[config.mk]
export PLATFORM = sky130hd
export DESIGN_NAME = mem_selftest
export DESIGN_NICKNAME = d
export VERILOG_FILES = /design/src/rtl/mst_pkg.sv /design/src/rtl/mst_lfsr_next.sv /design/src/rtl/mst_data_src.sv /design/src/rtl/mst_addr_seq.sv /design/src/rtl/mst_ctrl.sv /design/src/rtl/mem_selftest.sv
export SDC_FILE = /design/constraint.sdc
export NUM_CORES = 1
export LEC_CHECK = 0
export ABC_CLOCK_PERIOD_IN_PS = 6350
export BUFFER_PORTS_ARGS = -buffer_cell sky130_fd_sc_hd__buf_2
export CAP_MARGIN = 20
export CORE_ASPECT_RATIO = 0.8
export CORE_MARGIN = 2
export CORE_UTILIZATION = 35
export CTS_BUF_LIST = sky130_fd_sc_hd__clkbuf_4 sky130_fd_sc_hd__clkbuf_8
export DETAILED_ROUTE_END_ITERATION = 8
export GPL_ROUTABILITY_DRIVEN = 0
export PLACE_DENSITY = 0.53
export SYNTH_ARGS = -nofsm -noshare
export SYNTH_HDL_FRONTEND = slang
export SYNTH_SLANG_ARGS = --single-unit
export TNS_END_PERCENT = 50
[constraint.sdc]
create_clock -name clk -period 6.35 [get_ports clk]
set_clock_uncertainty 0.2 [all_clocks]
set_input_delay 1.27 -clock clk [delete_from_list [all_inputs] [get_ports clk]]
set_output_delay 1.27 -clock clk [all_outputs]
set_load 0.1 [all_outputs]
[src/rtl/mst_pkg.sv]
package mst_pkg;
  typedef enum logic [1:0] {
    ST_IDLE  = 2'd0,
    ST_WRITE = 2'd1,
    ST_READ  = 2'd2
  } mst_state_t;
endpackage

[src/rtl/mst_lfsr_next.sv]
// Combinational successor of a left-shifting Fibonacci register.
module mst_lfsr_next #(
  parameter int          W    = 32,
  parameter logic [W-1:0] TAPS = '1
) (
  input  logic [W-1:0] cur,
  output logic [W-1:0] nxt
);
  logic fb;
  always_comb begin
    fb  = ^(cur & TAPS);
    nxt = {cur[W-2:0], fb};
  end
endmodule

[src/rtl/mst_data_src.sv]
// Seeded data generator; exposes the value it will take on its next step.
module mst_data_src #(
  parameter int              DATA_W = 32,
  parameter logic [DATA_W-1:0] TAPS = 32'hE000_0200,
  parameter logic [DATA_W-1:0] SEED = 32'hCCAA_5533
) (
  input  logic              clk,
  input  logic              rst_n,
  input  logic              load,
  input  logic              adv,
  output logic [DATA_W-1:0] word
);
  logic [DATA_W-1:0] cur_q, cur_d;

  mst_lfsr_next #(.W(DATA_W), .TAPS(TAPS)) step_i (.cur(cur_q), .nxt(word));

  always_comb begin
    cur_d = cur_q;
    if (load)     cur_d = SEED;
    else if (adv) cur_d = word;
  end

  always_ff @(posedge clk or negedge rst_n) begin
    if (!rst_n)          cur_q <= SEED;
    else if (load | adv) cur_q <= cur_d;
  end
endmodule

[src/rtl/mst_addr_seq.sv]
// Offset walker: linear count or kicked shift-register walk.
module mst_addr_seq #(
  parameter int              ADDR_W = 24,
  parameter logic [ADDR_W-1:0] TAPS = 24'hE1_0000,
  parameter logic [ADDR_W-1:0] KICK = 24'hDE_C0DE
) (
  input  logic              clk,
  input  logic              rst_n,
  input  logic              clr,
  input  logic              step,
  input  logic              rand_mode,
  output logic [ADDR_W-1:0] off,
  output logic [ADDR_W-1:0] off_next
);
  logic [ADDR_W-1:0] off_q;
  logic [ADDR_W-1:0] shifted;

  mst_lfsr_next #(.W(ADDR_W), .TAPS(TAPS)) step_i (.cur(off_q), .nxt(shifted));

  always_comb begin
    if (!rand_mode)      off_next = off_q + 1'b1;
    else if (off_q == '0) off_next = KICK;
    else                 off_next = shifted;
  end

  always_ff @(posedge clk or negedge rst_n) begin
    if (!rst_n)    off_q <= '0;
    else if (clr)  off_q <= '0;
    else if (step) off_q <= off_next;
  end

  assign off = off_q;
endmodule

[src/rtl/mst_ctrl.sv]
// Phase sequencer, word counter and result capture.
module mst_ctrl
  import mst_pkg::*;
#(
  parameter int              ADDR_W = 24,
  parameter int              DATA_W = 32,
  parameter logic [ADDR_W-1:0] KICK = 24'hDE_C0DE
) (
  input  logic              clk,
  input  logic              rst_n,
  input  logic              start,
  input  logic              mode_in,
  input  logic              mem_ready,
  input  logic [DATA_W-1:0] rdata,
  input  logic [DATA_W-1:0] exp_word,
  input  logic [ADDR_W-1:0] cur_off,
  input  logic [ADDR_W-1:0] nxt_off,
  output logic              req,
  output logic              we,
  output logic              wr_adv,
  output logic              rd_adv,
  output logic              src_load,
  output logic              off_clr,
  output logic              off_step,
  output logic              rand_mode,
  output logic              busy,
  output logic              done,
  output logic              pass,
  output logic              fail,
  output logic              phase_rd,
  output logic [ADDR_W-1:0] fail_addr,
  output logic [DATA_W-1:0] fail_data
);
  mst_state_t st_q, st_d;
  logic [ADDR_W-1:0] cnt_q, cnt_d;
  logic rand_q, rand_d;
  logic done_d, pass_d, fail_d;
  logic cap_en;
  logic xfer, last_word, mismatch;

  assign xfer      = req & mem_ready;
  assign last_word = &cnt_q;
  assign mismatch  = rdata != exp_word;

  always_comb begin
    st_d     = st_q;
    cnt_d    = cnt_q;
    rand_d   = rand_q;
    done_d   = 1'b0;
    pass_d   = pass;
    fail_d   = fail;
    cap_en   = 1'b0;
    src_load = 1'b0;
    off_clr  = 1'b0;
    off_step = 1'b0;
    wr_adv   = 1'b0;
    rd_adv   = 1'b0;
    req      = (st_q != ST_IDLE);
    we       = (st_q == ST_WRITE);
    unique case (st_q)
      ST_IDLE: begin
        if (start) begin
          st_d     = ST_WRITE;
          rand_d   = mode_in;
          cnt_d    = '0;
          pass_d   = 1'b0;
          fail_d   = 1'b0;
          src_load = 1'b1;
          off_clr  = 1'b1;
        end
      end
      ST_WRITE: begin
        if (xfer) begin
          wr_adv = 1'b1;
          cnt_d  = cnt_q + 1'b1;
          if (last_word) begin
            st_d    = ST_READ;
            off_clr = 1'b1;
          end else begin
            off_step = 1'b1;
          end
        end
      end
      ST_READ: begin
        if (xfer) begin
          if (mismatch) begin
            st_d   = ST_IDLE;
            done_d = 1'b1;
            fail_d = 1'b1;
            cap_en = 1'b1;
          end else begin
            rd_adv   = 1'b1;
            off_step = 1'b1;
            cnt_d    = cnt_q + 1'b1;
            if (last_word) begin
              st_d   = ST_IDLE;
              done_d = 1'b1;
              if (!rand_q || nxt_off == KICK) pass_d = 1'b1;
              else                            fail_d = 1'b1;
            end
          end
        end
      end
      default: st_d = ST_IDLE;
    endcase
  end

  always_ff @(posedge clk or negedge rst_n) begin
    if (!rst_n) begin
      st_q   <= ST_IDLE;
      cnt_q  <= '0;
      rand_q <= 1'b0;
      done   <= 1'b0;
      pass   <= 1'b0;
      fail   <= 1'b0;
    end else begin
      st_q   <= st_d;
      cnt_q  <= cnt_d;
      rand_q <= rand_d;
      done   <= done_d;
      pass   <= pass_d;
      fail   <= fail_d;
    end
  end

  always_ff @(posedge clk or negedge rst_n) begin
    if (!rst_n) begin
      fail_addr <= '0;
      fail_data <= '0;
    end else if (cap_en) begin
      fail_addr <= cur_off;
      fail_data <= rdata;
    end
  end

  assign busy      = (st_q != ST_IDLE);
  assign phase_rd  = (st_q == ST_READ);
  assign rand_mode = rand_q;
endmodule

[src/rtl/mem_selftest.sv]
module mem_selftest #(
  parameter int              ADDR_W     = 24,
  parameter int              DATA_W     = 32,
  parameter logic [DATA_W-1:0] DATA_TAPS = 32'hE000_0200,
  parameter logic [DATA_W-1:0] DATA_SEED = 32'hCCAA_5533,
  parameter logic [ADDR_W-1:0] ADDR_TAPS = 24'hE1_0000,
  parameter logic [ADDR_W-1:0] ADDR_KICK = 24'hDE_C0DE
) (
  input  logic              clk,
  input  logic              rst_n,
  input  logic              start,
  input  logic              mode,
  output logic              mem_req,
  output logic              mem_we,
  output logic [ADDR_W-1:0] mem_addr,
  output logic [DATA_W-1:0] mem_wdata,
  input  logic [DATA_W-1:0] mem_rdata,
  input  logic              mem_ready,
  output logic              busy,
  output logic              done,
  output logic              pass,
  output logic              fail,
  output logic              phase_rd,
  output logic [ADDR_W-1:0] fail_addr,
  output logic [DATA_W-1:0] fail_data
);
  localparam int NSRC = 2;

  logic [1:0] rst_sync_q;
  logic       rst_int_n;

  always_ff @(posedge clk or negedge rst_n) begin
    if (!rst_n) rst_sync_q <= 2'b00;
    else        rst_sync_q <= {rst_sync_q[0], 1'b1};
  end
  assign rst_int_n = rst_sync_q[1];

  logic              src_load, wr_adv, rd_adv;
  logic              off_clr, off_step, rand_mode;
  logic [ADDR_W-1:0] cur_off, nxt_off;
  logic [DATA_W-1:0] src_word [NSRC];
  logic [NSRC-1:0]   src_adv;

  assign src_adv = {rd_adv, wr_adv};

  // index 0 feeds the write phase, index 1 regenerates expected words
  for (genvar g = 0; g < NSRC; g++) begin : g_src
    mst_data_src #(.DATA_W(DATA_W), .TAPS(DATA_TAPS), .SEED(DATA_SEED)) src_i (
      .clk  (clk),
      .rst_n(rst_int_n),
      .load (src_load),
      .adv  (src_adv[g]),
      .word (src_word[g])
    );
  end

  mst_addr_seq #(.ADDR_W(ADDR_W), .TAPS(ADDR_TAPS), .KICK(ADDR_KICK)) addr_i (
    .clk      (clk),
    .rst_n    (rst_int_n),
    .clr      (off_clr),
    .step     (off_step),
    .rand_mode(rand_mode),
    .off      (cur_off),
    .off_next (nxt_off)
  );

  mst_ctrl #(.ADDR_W(ADDR_W), .DATA_W(DATA_W), .KICK(ADDR_KICK)) ctrl_i (
    .clk      (clk),
    .rst_n    (rst_int_n),
    .start    (start),
    .mode_in  (mode),
    .mem_ready(mem_ready),
    .rdata    (mem_rdata),
    .exp_word (src_word[1]),
    .cur_off  (cur_off),
    .nxt_off  (nxt_off),
    .req      (mem_req),
    .we       (mem_we),
    .wr_adv   (wr_adv),
    .rd_adv   (rd_adv),
    .src_load (src_load),
    .off_clr  (off_clr),
    .off_step (off_step),
    .rand_mode(rand_mode),
    .busy     (busy),
    .done     (done),
    .pass     (pass),
    .fail     (fail),
    .phase_rd (phase_rd),
    .fail_addr(fail_addr),
    .fail_data(fail_data)
  );

  assign mem_addr  = cur_off;
  assign mem_wdata = src_word[0];
endmodule

Word-level counts from Yosys, hierarchy flattened --
Index checks and enable logic that the tools add are counted.
Storage, ports and cells: input port bits 37, memory bits (writable) 0, bits in latches 0, register bits 176, bits in read-only memories 0, memories kept 0, output and inout bits 119
Operators by class: divide/modulo/power cells 0, shift-type cells 0, add/sub/neg operators 2, mux-type cells 50, equal/unequal tests 13, bitwise gates (word level) 3, order comparisons 0, multipliers 0, reductions and logical operators 21
Operators by type and width (number):
- 24-bit 2-to-1 mux | 8
- 32-bit 2-to-1 mux | 4
- 24-bit one-hot mux with 3 select lines | 1
- 32-bit XOR reduction | 2
- 24-bit by 1-bit adder with 24-bit output, second input constant | 2
- 32-bit != test | 1
- 1-bit 2-to-1 mux | 26
- 24-bit equality test, second input constant | 1
- 24-bit zero test | 1
- 24-bit AND reduction | 1
- 24-bit XOR reduction | 1
- 5-bit AND reduction | 3
- 2-bit 2-to-1 mux | 6
- 2-bit by 1-bit != test with 1-bit output, second input constant | 5
- 2-bit nonzero test | 5
- 1-bit one-hot mux with 2 select lines | 4
- 2-bit one-hot mux with 3 select lines | 1
- 2-bit AND reduction | 3
- 6-bit AND reduction | 1
- 2-bit != test, second input constant | 2
- 3-bit by 1-bit != test with 1-bit output, second input constant | 1
- 3-bit by 2-bit != test with 1-bit output, second input constant | 1
- 3-bit nonzero test | 1
- 2-bit by 1-bit equality test with 1-bit output, second input constant | 1
- 6 further kinds | 7

Longest topological paths before layout --
word-level depth 10, gate-level depth with buffers 11

By module --
From an unflattened synthesis, not the netlist that was laid out.
Unflattened totals: cells, all modules 982, area, all modules 10029.6 µm²
Modules (own cells, without submodules):
- mst_ctrl | cells an instance 382, seq. area each 2152.1 µm², area an instance 4291.6 µm², instances 1
- mst_data_src | cells an instance 104, seq. area each 820.8 µm², area an instance 1352.5 µm², instances 2
- mst_addr_seq | cells an instance 292, seq. area each 600.6 µm², area an instance 2239.6 µm², instances 1
- mst_lfsr_next (g_src[0].src_i.step_i ...) | cells an instance 35, seq. area each 0.0 µm², area an instance 266.5 µm², instances 2
- mst_lfsr_next (addr_i.step_i) | cells an instance 27, seq. area each 0.0 µm², area an instance 206.4 µm², instances 1
- mem_selftest | cells an instance 3, seq. area each 50.0 µm², area an instance 53.8 µm², instances 1

Worst setup path before layout --
No wires, ideal clock.
kind input -> register, start input port mem_rdata[26], end register addr_i.off_q[13], in the netlist addr_i.off[13], slack 2.849 ns, setup time 0.082 ns, data required time 6.068 ns, arrival time 3.219 ns, cell stages on the path 10, cells stage by stage xor2_1 -> nor4_1 -> nand4_1 -> or4b_1 -> buf_2 -> a21o_1 -> buf_6 -> nor4_2 -> a21oi_1 -> a31oi_1
On the way: word-level cells in the longest chain between the ends 5
Ends and longest elaborated chain:
- start, declared | RTL line mem_selftest.sv:17 | input logic [DATA_W-1:0] mem_rdata,
- 32-bit != test | RTL line mst_ctrl.sv:43 | assign mismatch = rdata != exp_word;
- 1-bit 2-to-1 mux | RTL line mst_ctrl.sv:86 | if (mismatch) begin
- 1-bit 2-to-1 mux | RTL line mst_ctrl.sv:85 | if (xfer) begin
- 1-bit one-hot mux with 2 select lines | RTL line mst_ctrl.sv:60 | unique case (st_q)
- 2-bit nonzero test (no line)
- end signal, assigned | RTL line mst_addr_seq.sv:29 | else if (step) off_q <= off_next;
- end, declared | RTL line mst_addr_seq.sv:15 | logic [ADDR_W-1:0] off_q;
No other way between the ends. A chain may end at the register's enable or synchronous reset.

Worst setup path after layout --
start input port mem_rdata[5], end register addr_i.off_q[19], in the netlist addr_i.off[19]
Same word-level chain as after synthesis.

==> impl_results.md <==
- DP HPWL: 15,970 um
- TritonCTS buffer count: 17
- Largest net degree at the start of global routing: 126
- Mapped Nets: 1,021
- NetSw: 2430 uW
- Num ports: approximately 160
- P_int: 2146 uW
- Status: complete, no violations
- Vias: ~7,400
- Logic pwr share: 0.481
- Core Box Area: 0.02613 mm2
- First-pass GRT wire length: just under 40,000 um
- Vias in the first global route: roughly 7,000
- GRT Residual Overflow: 0
- Layout cells sized above 1: 0.2769
- Post-synthesis sequential area ratio: 0.4813
- # H-tree levels: 4
- Overall die height: 149.3 um
- LEAKAGE: 0.004987 uW
- Setup TNS: 0 ps
- Gr usage total: 0.1782
- Cell Count Post-Placement: 1,394
- CP Data Required Time: around 6500 ps
- Syn Area/Cell: 9.471 um2
- CTS Buffer Depth: 2
- R2R depth: 9
- Hold path depth: 0
- Fin. max-slew vios: 0
- Die area: around 0.028 mm2
- Sequential power share: 0.332
- Final period util: 0.6554
- Crit path capture type: register
- Relative slew margins: 0.3356
- Initial antenna violation count: 2
- Clk pwr share: 0.187
- Yosys cell types: 65
- Yosys top cell by area: dfrtp_1
- Reg2reg end: addr_i.off[19]
- Clock latency at the later pin of the worst-skew pair: 480 ps
- Endpoints failing hold: 0
- Via/cell ratio: a little over 5
- Hold Path Sink: rst_sync_q[1]
- Final instance count without filler cells: around 1,400
- Post-synth ARST share: 1.000
- DR WL/cell: 16.95 um
- Sw frac: 0.5310
- DRT Wirelength: 24,190 um
- Post-cts resize count: 0
- Worst r2r src: ctrl_i.st_q[1]
- Cts hold-fix bufs: 0
- Drt initial violations: between 600 and 700
- Hold path startpoint: rst_sync_q[0]
- Max Clock Freq: 240.3 MHz
- I/O Buffers: 155
- Setup violators final: 0
- Hold Crit Class: register to register
- Starting Density: 0.3534
- Row count: 53
- Yosys top cell area share: 0.3902
- Post-CTS setup buffers: 0
- Worst-path clk slew: 90 ps
- YS warnings: 0
- Root Driver: clkbuf_8
- Synth Cell Area: roughly 0.009 mm2
- Cells after Synth: 975
- Fin crit period: 4162 ps
- DRC viols: 0
- Peak supply drop: 0.7370 mV
- Actual transition at the worst max-transition pin: 989.1 ps
- RSZ-0062 raised after global routing: no
- CP Max Fanout: 61
- Dominant synthesized flop cell: dfrtp_1
- CP Class: input port to register
- Die width: 185.6 um
- P&R area growth vs syn: 13.06%
- Worst reg2reg setup slack: 2590 ps
- Power Density: 438.2 mW/mm2
- Element type at the critical path start: input port
- Max Cap Viol: 0
- Clock sinks: 176
- Synth top area cells: dfrtp_1 39%, dfstp_2 9.1%, mux2_2 7.0%
- # nets final: 1,102
- DR pass1 iterations: 5
- Detail Route Antenna Nets: 0
- Crit path DAT: 4350 ps
- Synthesis-stage register bit count: 176
- CTS tree: yes
- Post-synth EDFFs: 0
-- flip-flops by register name (all words and copies together), names as in the netlist --
register / flops
ctrl_i.fail_data: 32
ctrl_i.fail: 1
ctrl_i.done: 1
rst_sync_q: 2
ctrl_i.fail_addr: 24
ctrl_i.rand_mode: 1
ctrl_i.cnt_q: 24
g_src.src_i.cur_q: 64
ctrl_i.st_q: 2
ctrl_i.pass: 1
addr_i.off: 24
-- power groups by stage --
stage | clock (uW) | sequential, uW | combinational (uW)
floorplan | 0 | 1710 | 1760
global placement | 0 | 1540 | 2190
detailed placement | 0 | 1540 | 2200
CTS | 885 | 1520 | 2210
global route | 931 | 1550 | 2350
finish | 854 | 1520 | 2200
-- cell type report --
cell class	count	area (um2)
fillers	2657	15690
flip-flops and latches	176	4448
multi-input cells	669	4155
repair buffers	165	863.3
well taps	357	446.7
clock buffers	22	290.3
clock inverters	10	132.6
inverters	27	101.3
diodes	1	2.502
-- logic make-up after synthesis --
family	Yosys count	synth area share
compound gates	206	0.1369
xor+xnor	48	0.04553
fa+ha+maj	9	0.01220
buf+inv	130	0.06951
flops	176	0.4813
mux	60	0.07276
other cells	1	0.0004061
simple gates	345	0.1814
-- placed cells by master, fill, tap and decap left out, drive strengths merged, types with 5 or more instances in the layout --
master and instances:
o41ai 5, nand4 19, mux2 57, dfstp 32
xor2 34, clkbuf 22, nor4 19, o21ai 76
dfrtp 144, ha 9, nand2 131, nor2 53
and4 6, and2 11, a31oi 26, a311oi 5
clkinv 6, buf 165, nor3 14, and3 13
o31ai 14, a21oi 44, xnor2 14, nand3 63
inv 28
-- per-stage QoR --
stage	setup slack (ps)	utilization	area (um2)	hold slack, ps	total power (uW)
final	2188	0.3996	10440	155.6	4575
after global placement	1704	0.3833	10010	133.7	3731
after floorplan	938.6	-	9234	131.2	3473
after global routing	2030	0.3996	10440	171.3	4834
after detailed placement	1695	0.3833	10010	137.9	3742
after CTS	2217	0.3995	10440	158.6	4614
-- routing by layer --
metal / wire (um) / global-route usage
met1: 12250 / 0.2725
met2: 10260 / 0.2487
met3: 1397 / 0.04443
met4: 266 / 0.04449
met5: 13 / 0
-- worst max-delay path by stage --
| stage | from | slack [ps] | endpoint | cells after the start |
|---|---|---|---|---|
| 6_report | mem_rdata[5] | 2190 | addr_i.off[19] | 9 |
| 5_1_grt | mem_rdata[17] | 2030 | addr_i.off[19] | 9 |
| 4_1_cts | mem_rdata[5] | 2220 | addr_i.off[19] | 9 |
| 3_5_place_dp | mem_rdata[5] | 1700 | addr_i.off[19] | 9 |
| 3_3_place_gp | mem_rdata[17] | 1700 | addr_i.off[19] | 9 |
| 2_1_floorplan | rst_sync_q[1] | 940 | addr_i.off[0] | 0 |
-- worst max-delay path, stage by stage --
cell	delay (ps)
buf_2	110
xor2_1	170
nor4_1	420
nand4_1	230
or4b_2	640
buf_4	320
a21o_1	520
or3_1	490
a21oi_1	140
-- synth_stat cells, types with 2 or more instances --
cell,n
ha_1,9
or4_1,2
nand4_1,19
buf_1,5
a31oi_1,26
mux2_2,57
or2_1,2
a22oi_1,4
o21ai_0,70
a21o_1,3
buf_4,34
nand2b_1,2
nor2b_1,3
nor2_1,53
o22ai_1,3
o311ai_1,2
and4_1,6
nand3_1,63
buf_2,15
o21ai_1,6
o221ai_1,2
a21oi_1,43
o21bai_1,2
o22a_1,3
xor2_1,34
clkbuf_1,48
inv_1,27
dfstp_2,32
nor3_1,14
nand2_1,131
nor4_1,16
and2_1,10
o41ai_1,5
a311oi_1,5
xnor2_1,14
o211ai_1,3
nor4_2,2
dfrtp_1,144
o31ai_1,14
mux2i_1,3
a211oi_1,3
and3_1,13
No activity file was read; power rests on OpenSTA's default activity.
